$ cat config.mk
export PLATFORM = sky130hd
export DESIGN_NAME = sw_spi_regif
export DESIGN_NICKNAME = d
export VERILOG_FILES = /design/src/rtl/sw_spi_pkg.sv /design/src/rtl/sw_spi_shifter.sv /design/src/rtl/sw_wdog.sv /design/src/rtl/sw_regbank.sv /design/src/rtl/sw_readback.sv /design/src/rtl/sw_spi_regif.sv
export SDC_FILE = /design/constraint.sdc
export NUM_CORES = 1
export LEC_CHECK = 0
export ABC_AREA = 1
export BUFFER_PORTS_ARGS = -buffer_cell sky130_fd_sc_hd__buf_2
export CAP_MARGIN = 20
export CORE_MARGIN = 2
export CORE_UTILIZATION = 37
export DETAILED_ROUTE_END_ITERATION = 16
export PLACE_DENSITY = 0.64
export SETUP_SLACK_MARGIN = 0.1
export SYNTH_ARGS = -nofsm -noshare
export SYNTH_HDL_FRONTEND = slang
export SYNTH_SLANG_ARGS = --single-unit
$ cat constraint.sdc
create_clock -name clk -period 1.5 [get_ports clk]
set_clock_uncertainty 0.2 [all_clocks]
set_input_delay 0.375 -clock clk [delete_from_list [all_inputs] [get_ports clk]]
set_output_delay 0.375 -clock clk [all_outputs]
set_load 0.01 [all_outputs]
$ cat src/rtl/sw_spi_pkg.sv
package sw_spi_pkg;
  localparam int FRAME_W = 16;
  localparam int DATA_W  = 9;
  localparam int SEL_W   = 5;
  localparam int N_CH    = 2;
  localparam int WD_BIT  = 15;
  localparam int CH_BIT  = 13;
  localparam int ADDR_LO = 10;
  localparam int ADDR_W  = 3;

  typedef enum logic [ADDR_W-1:0] {
    RA_STAT = 3'd0,
    RA_CHAN = 3'd1,
    RA_GLOB = 3'd2
  } reg_addr_e;
endpackage

$ cat src/rtl/sw_spi_shifter.sv
module sw_spi_shifter #(
  parameter int FW   = 16,
  parameter int SYNC = 2
) (
  input  logic          clk,
  input  logic          rst,
  input  logic          sclk,
  input  logic          cs_n,
  input  logic          mosi,
  input  logic [FW-1:0] tx_word,
  output logic          miso,
  output logic          frame_ok,
  output logic [FW-1:0] rx_word
);
  localparam int CW = $clog2(FW + 1) + 1;
  localparam logic [CW-1:0] CMAX  = '1;
  localparam logic [CW-1:0] CFULL = CW'(FW);

  logic [SYNC:0]   sck_p;
  logic [SYNC:0]   cs_p;
  logic [SYNC-1:0] si_p;
  logic [CW-1:0]   cnt;
  logic [FW-1:0]   tx_q;
  logic            sck_rise, sck_fall, cs_fall, cs_rise, active, si_s;

  always_ff @(posedge clk) begin
    if (rst) begin
      sck_p <= '0;
      cs_p  <= '1;
      si_p  <= '0;
    end else begin
      sck_p <= (SYNC+1)'({sck_p, sclk});
      cs_p  <= (SYNC+1)'({cs_p, cs_n});
      si_p  <= SYNC'({si_p, mosi});
    end
  end

  assign sck_rise = sck_p[SYNC-1] & ~sck_p[SYNC];
  assign sck_fall = ~sck_p[SYNC-1] & sck_p[SYNC];
  assign cs_fall  = ~cs_p[SYNC-1] & cs_p[SYNC];
  assign cs_rise  = cs_p[SYNC-1] & ~cs_p[SYNC];
  assign active   = ~cs_p[SYNC-1];
  assign si_s     = si_p[SYNC-1];

  always_ff @(posedge clk) begin
    if (rst) begin
      rx_word  <= '0;
      tx_q     <= '0;
      cnt      <= '0;
      frame_ok <= 1'b0;
    end else begin
      frame_ok <= 1'b0;
      if (cs_fall) begin
        tx_q <= tx_word;
        cnt  <= '0;
      end else if (active) begin
        if (sck_rise) begin
          rx_word <= {rx_word[FW-2:0], si_s};
          if (cnt != CMAX) cnt <= cnt + 1'b1;
        end
        if (sck_fall) tx_q <= {tx_q[FW-2:0], 1'b0};
      end
      if (cs_rise) frame_ok <= (cnt == CFULL);
    end
  end

  assign miso = tx_q[FW-1];
endmodule

$ cat src/rtl/sw_wdog.sv
module sw_wdog #(
  parameter int LIMIT = 50000
) (
  input  logic clk,
  input  logic rst,
  input  logic enable,
  input  logic frame_ok,
  input  logic wd_bit,
  output logic fail_safe,
  output logic expire
);
  localparam int TW = $clog2(LIMIT + 1);
  localparam logic [TW-1:0] TLAST = TW'(LIMIT - 1);

  logic [TW-1:0] tmr;
  logic          last_bit;
  logic          kick;

  assign kick   = frame_ok && (wd_bit != last_bit);
  assign expire = enable && !fail_safe && !kick && (tmr == TLAST);

  always_ff @(posedge clk) begin
    if (rst) begin
      tmr       <= '0;
      fail_safe <= 1'b0;
      last_bit  <= 1'b0;
    end else begin
      if (frame_ok) last_bit <= wd_bit;
      if (kick) begin
        tmr       <= '0;
        fail_safe <= 1'b0;
      end else if (expire) begin
        tmr       <= '0;
        fail_safe <= 1'b1;
      end else if (!enable || fail_safe) begin
        tmr <= '0;
      end else begin
        tmr <= tmr + 1'b1;
      end
    end
  end
endmodule

$ cat src/rtl/sw_regbank.sv
module sw_regbank
  import sw_spi_pkg::*;
#(
  parameter int FW = FRAME_W,
  parameter int DW = DATA_W,
  parameter int SW = SEL_W,
  parameter int NC = N_CH
) (
  input  logic                   clk,
  input  logic                   rst,
  input  logic                   frame_ok,
  input  logic [FW-1:0]          rx_word,
  input  logic                   clear,
  output logic [NC-1:0][DW-1:0]  ch_cfg,
  output logic [DW-1:0]          glob_cfg,
  output logic [SW-1:0]          sel,
  output logic                   por,
  output logic [NC+1:0]          wr_stb
);
  reg_addr_e     addr;
  logic [DW-1:0] wdata;

  assign addr  = reg_addr_e'(rx_word[ADDR_LO +: ADDR_W]);
  assign wdata = rx_word[DW-1:0];

  always_comb begin
    wr_stb = '0;
    if (frame_ok) begin
      case (addr)
        RA_STAT: wr_stb[0] = 1'b1;
        RA_GLOB: wr_stb[1] = 1'b1;
        RA_CHAN: begin
          if (rx_word[CH_BIT]) wr_stb[3] = 1'b1;
          else                 wr_stb[2] = 1'b1;
        end
        default: ;
      endcase
    end
  end

  for (genvar c = 0; c < NC; c++) begin : g_ch
    logic [DW-1:0] q;
    always_ff @(posedge clk) begin
      if (rst || clear)       q <= '0;
      else if (wr_stb[2 + c]) q <= wdata;
    end
    assign ch_cfg[c] = q;
  end

  always_ff @(posedge clk) begin
    if (rst) begin
      glob_cfg <= '0;
      sel      <= '0;
      por      <= 1'b1;
    end else if (clear) begin
      glob_cfg <= '0;
      sel      <= '0;
    end else begin
      if (wr_stb[1]) glob_cfg <= wdata;
      if (wr_stb[0]) begin
        sel <= wdata[SW-1:0];
        por <= 1'b0;
      end
    end
  end
endmodule

$ cat src/rtl/sw_readback.sv
module sw_readback #(
  parameter int FW = 16,
  parameter int DW = 9,
  parameter int SW = 5,
  parameter int NC = 2
) (
  input  logic                  clk,
  input  logic                  rst,
  input  logic [NC-1:0][DW-1:0] ch_cfg,
  input  logic [DW-1:0]         glob_cfg,
  input  logic [SW-1:0]         sel,
  input  logic                  por,
  input  logic                  fail_safe,
  input  logic [NC-1:0]         dir_in,
  output logic [NC-1:0]         out_on,
  output logic [FW-1:0]         tx_word,
  output logic                  normal_mode
);
  localparam int PADW = FW - 3 - DW;

  logic [DW-1:0] payload;

  always_comb begin
    payload = '0;
    if (sel == '0) begin
      payload = DW'(out_on);
    end else if (int'(sel) == NC + 1) begin
      payload = glob_cfg;
    end else begin
      for (int c = 0; c < NC; c++)
        if (int'(sel) == c + 1) payload = ch_cfg[c];
    end
  end

  always_ff @(posedge clk) begin
    if (rst) begin
      out_on      <= '0;
      tx_word     <= '0;
      normal_mode <= 1'b1;
    end else begin
      for (int c = 0; c < NC; c++)
        out_on[c] <= fail_safe ? dir_in[c] : ch_cfg[c][0];
      tx_word     <= {1'b0, ~fail_safe, por, {PADW{1'b0}}, payload};
      normal_mode <= ~fail_safe;
    end
  end
endmodule

$ cat src/rtl/sw_spi_regif.sv
module sw_spi_regif
  import sw_spi_pkg::*;
#(
  parameter int WD_LIMIT    = 50000,
  parameter int SYNC_STAGES = 2
) (
  input  logic             clk,
  input  logic             rst,
  input  logic             spi_sclk,
  input  logic             spi_cs_n,
  input  logic             spi_mosi,
  output logic             spi_miso,
  input  logic             wd_enable,
  input  logic [N_CH-1:0]  dir_in,
  output logic [N_CH-1:0]  out_on,
  output logic             normal_mode
);
  logic                      frame_ok;
  logic [FRAME_W-1:0]        rx_word;
  logic [FRAME_W-1:0]        tx_word;
  logic                      fail_safe;
  logic                      fs_enter;
  logic [N_CH-1:0][DATA_W-1:0] ch_cfg;
  logic [DATA_W-1:0]         glob_cfg;
  logic [SEL_W-1:0]          sel;
  logic                      por;
  logic [N_CH+1:0]           wr_stb;
  logic                      unused_bits;

  assign unused_bits = ^{rx_word[14], rx_word[9]};

  sw_spi_shifter #(.FW(FRAME_W), .SYNC(SYNC_STAGES)) i_shift (
    .clk(clk), .rst(rst), .sclk(spi_sclk), .cs_n(spi_cs_n), .mosi(spi_mosi),
    .tx_word(tx_word), .miso(spi_miso), .frame_ok(frame_ok), .rx_word(rx_word)
  );

  sw_wdog #(.LIMIT(WD_LIMIT)) i_wdog (
    .clk(clk), .rst(rst), .enable(wd_enable), .frame_ok(frame_ok),
    .wd_bit(rx_word[WD_BIT]), .fail_safe(fail_safe), .expire(fs_enter)
  );

  sw_regbank #(.FW(FRAME_W), .DW(DATA_W), .SW(SEL_W), .NC(N_CH)) i_bank (
    .clk(clk), .rst(rst), .frame_ok(frame_ok), .rx_word(rx_word),
    .clear(fs_enter), .ch_cfg(ch_cfg), .glob_cfg(glob_cfg), .sel(sel),
    .por(por), .wr_stb(wr_stb)
  );

  sw_readback #(.FW(FRAME_W), .DW(DATA_W), .SW(SEL_W), .NC(N_CH)) i_rdbk (
    .clk(clk), .rst(rst), .ch_cfg(ch_cfg), .glob_cfg(glob_cfg), .sel(sel),
    .por(por), .fail_safe(fail_safe), .dir_in(dir_in), .out_on(out_on),
    .tx_word(tx_word), .normal_mode(normal_mode)
  );
endmodule

==> summary.md <==
| Metric | Value |
|---|---|
| Outcome | `complete, but fails checks` |
| Failing checks | `setup timing` |
| Req. time, crit path | `1.59 ns` |
| Max cap viols | `0` |
| Syn nets | `655` |
| Diode count | `0` |
| NetSw | `1247 uW` |
| Hold Path Class | `input port to flip-flop` |
| Layout filler cell count | `1217` |
| Worst R2R Setup Slack | `-0.02 ns` |
| Synth top area share | `47.80%` |
| Worst hold margin | `0.01951 ns` |
| Routed Wire Length | `11290 um` |
| Initial Util | `37.48%` |
| Most frequent cell after synthesis | `nand2_1` |
| Min setup slack post-route | `-0.02117 ns` |
| Min Tclk post-route | `1.521 ns` |
| Setup CP Type | `flip-flop to flip-flop` |
| Leak | `0.002418 uW` |
| Final hold violation count | `0` |
| Setup Slack @ Placement | `-0.04854 ns` |
| Hold_sp | `spi_cs_n` |
| Period utilisation layout | `101.4%` |
| CP Capture Type | `flip-flop` |
| Die height | `116.6 um` |
| Cell count after synthesis | `644` |
| Core Box Area | `0.01252 sq mm` |
| Yosys warnings | `0` |
| Post-synth top area cell | `dfxtp_1` |
| Share of cells above drive strength 1 | `28.51%` |
| Post-route DRC | `0` |
| Pwr/cell area | `886.3 mW/mm^2` |
| Initial antenna violation count | `0` |
| Synth area leaders | `dfxtp_1 48%, nand2_1 9.8%, inv_1 8.4%` |
| TritonCTS clock tree | `done` |
| Int Power | `4271 uW` |
| CTS Buffer Depth | `2` |
| CTS H-tree depth | `3` |
| Synth-to-Final Area Change | `32.73%` |
| Worst-Skew Late Latency | `0.35 ns` |
| Async SR Flop Fraction | `0%` |
| Ports | `12` |
| Rel. slew slack | `77.20%` |
| Vias | `4181` |
| Max IR drop VDD | `0.0005953 V` |
| DP HPWL | `7044 um` |
| Final Non-Filler Cells | `884` |
| Die Area | `0.01359 sq mm` |
| Dpl cells | `852` |
| First-pass GRT wire length | `17230 um` |
| Post-synthesis sequential area ratio | `47.80%` |
| FF-to-FF path depth | `6` |
| Largest net degree at the start of global routing | `22` |
| Slew @ Worst Pin | `0.3416 ns` |
| Clock root buffer master | `clkbuf_16` |
| Reg power frac | `54.6%` |
| EDFF count, synth | `0` |
| Net switching fraction of the power | `22.60%` |
| Crit path launch type | `flip-flop` |
| Commonest cells in the netlist | `122 x nand2_1, 112 x dfxtp_1, 105 x inv_1, 95 x nor2_1, 51 x o21ai_0` |
| Detail Route Antenna Nets | `0` |
| Clock power frac | `41.2%` |
| Mapped Avg Cell Area | `7.284 sq um` |
| Setup crit start | `i_shift.rx_word[11]$_SDFFE_PP0P_` |
| Drt pass-1 iters | `4` |
| Gr ovfl total | `0` |
| Finished Cell Area | `0.006226 sq mm` |
| Worst EP arrival | `1.61 ns` |
| Finish-stage setup viols | `7` |
| Fmax | `0.6574 GHz` |
| Die width | `116.6 um` |
| Vias in the first global route | `3833` |
| Flop and latch count out of synthesis | `112` |
| Sink Count | `112` |
| Cell Area, Placed | `0.005323 sq mm` |
| Site row count | `41` |
| Clock buffer count from CTS | `9` |
| Routability Congestion | `0.8607` |
| DR vias/cell | `4.730` |
| R2r startpoint | `i_shift.rx_word[11]$_SDFFE_PP0P_` |
| Setup crit end | `i_bank.glob_cfg[2]$_SDFFE_PP0P_` |
| Final net count | `718` |
| I/O Buffers | `11` |
| GR Util All Layers | `16.07%` |
| Slew Limit Fails | `0` |
| Mapped Area | `0.004691 sq mm` |
| Synth cell types | `28` |
| FF-to-FF End | `i_bank.glob_cfg[2]$_SDFFE_PP0P_` |
| Wire length per cell | `12.77 um` |
| 1st-iter DRT viols | `248` |
| Comb power frac | `4.1%` |
| Clock transition at path regs | `0.08 ns` |
| Max Fanout on Critical Path | `18` |
| RSZ-0062 raised after global routing | `yes` |
| Ys flop type | `dfxtp_1` |
## layout by cell type (no fill, tap or decap), types with 8 or more instances in the layout
cell type / instances
o211a_1: 10
o21ai_1: 23
nand4_1: 18
buf_2: 8
nor2_2: 16
nor2_1: 68
dfxtp_2: 23
clkbuf_16: 12
a21oi_1: 30
buf_6: 14
nand3_1: 18
nor2_4: 14
buf_4: 40
dfxtp_1: 86
nand2_1: 109
o21ai_0: 39
inv_1: 98
## worst min path at each step
stage / endpoint / slack, ns / cells past startpoint
after global placement: i_shift.sck_p[1]$_SDFF_PP0_ / 0.20 / 2
after global routing: i_shift.cs_p[0]$_SDFF_PP1_ / 0.002 / 2
after detailed placement: i_shift.sck_p[1]$_SDFF_PP0_ / 0.20 / 2
final: i_shift.cs_p[0]$_SDFF_PP1_ / 0.02 / 2
after CTS: i_shift.cs_p[0]$_SDFF_PP1_ / 0.009 / 2
after floorplan: i_shift.sck_p[1]$_SDFF_PP0_ / 0.19 / 2
## flip-flops by register name, indices dropped and copies added (netlist names)
signal,flops
i_shift.rx_word,16
i_wdog.fail_safe,1
i_rdbk.out_on,2
i_rdbk.normal_mode,1
i_rdbk.tx_word,11
i_shift.si_p,2
i_bank.sel,5
i_shift.frame_ok,1
i_wdog.tmr,16
i_bank.g_ch.q,18
i_bank.por,1
i_wdog.last_bit,1
i_bank.glob_cfg,9
i_shift.sck_p,3
i_shift.tx_q,16
i_shift.cs_p,3
i_shift.cnt,6
## metal layers
metal / vias to the layer above / wire (um) / global-route usage, %
met5: - / 0 / 0
met4: 0 / 130 / 4.706
met3: 9 / 335 / 4.515
met2: 53 / 5968 / 29.03
met1: 1958 / 4853 / 18.51
li1: 2161 / - / -
## per-stage QoR
step | utilization (%) | total power [uW] | setup TNS (ns)
2_1_floorplan | - | 3193 | 0
3_3_place_gp | 42.52 | 3244 | -0.004895
3_5_place_dp | 42.52 | 3251 | -0.3568
4_1_cts | 45.98 | 5517 | 0
5_1_grt | 49.74 | 5714 | -1.553
6_report | 49.74 | 5518 | -0.05903
## what timing repair did
action | in CTS | in global routing
hold buffers | 0 | 0
gates cloned | 2 | 5
setup endpoints to repair | 86 | 101
pin swaps | 8 | 24
setup buffers | 2 | 7
gates resized for setup | 39 | 106
## worst max-delay path, stage by stage (launching register included)
cell,delay [ns]
dfxtp_1,0.39
buf_4,0.14
nand4_2,0.13
buf_12,0.18
o21ai_0,0.22
inv_1,0.10
nor2_2,0.10
## area by class of cell
class	count	area, sq um	share of cell area (%)
flip-flops and latches	112	2282	36.66
well taps	172	215.2	3.457
multi-input cells	405	2338	37.56
inverters	107	407.9	6.551
repair buffers	72	700.7	11.25
clock buffers	10	239.0	3.838
clock inverters	6	42.54	0.6833
## power by group through the flow
stage                     combinational (uW)  clock, uW  sequential (uW)
after floorplan                          111          0             3080
after global placement                   160          0             3080
final                                    229       2280             3010
after global routing                     250       2450             3020
after CTS                                176       2330             3010
after detailed placement                 165          0             3090
## logic make-up (layout without fill, tap and decap cells)
kind of cell	count (synthesis)	count (layout)	share of synthesized area [%]
AO/OA/AOI/OAI	115	115	13.66
XOR/XNOR	9	9	1.681
adder cells (fa/ha/maj)	3	3	0.8003
buffers and inverters	128	195	10.96
flip-flops	112	112	47.80
AND/OR/NAND/NOR	277	278	25.10
Note: power is estimated with default switching activity, not from simulation.
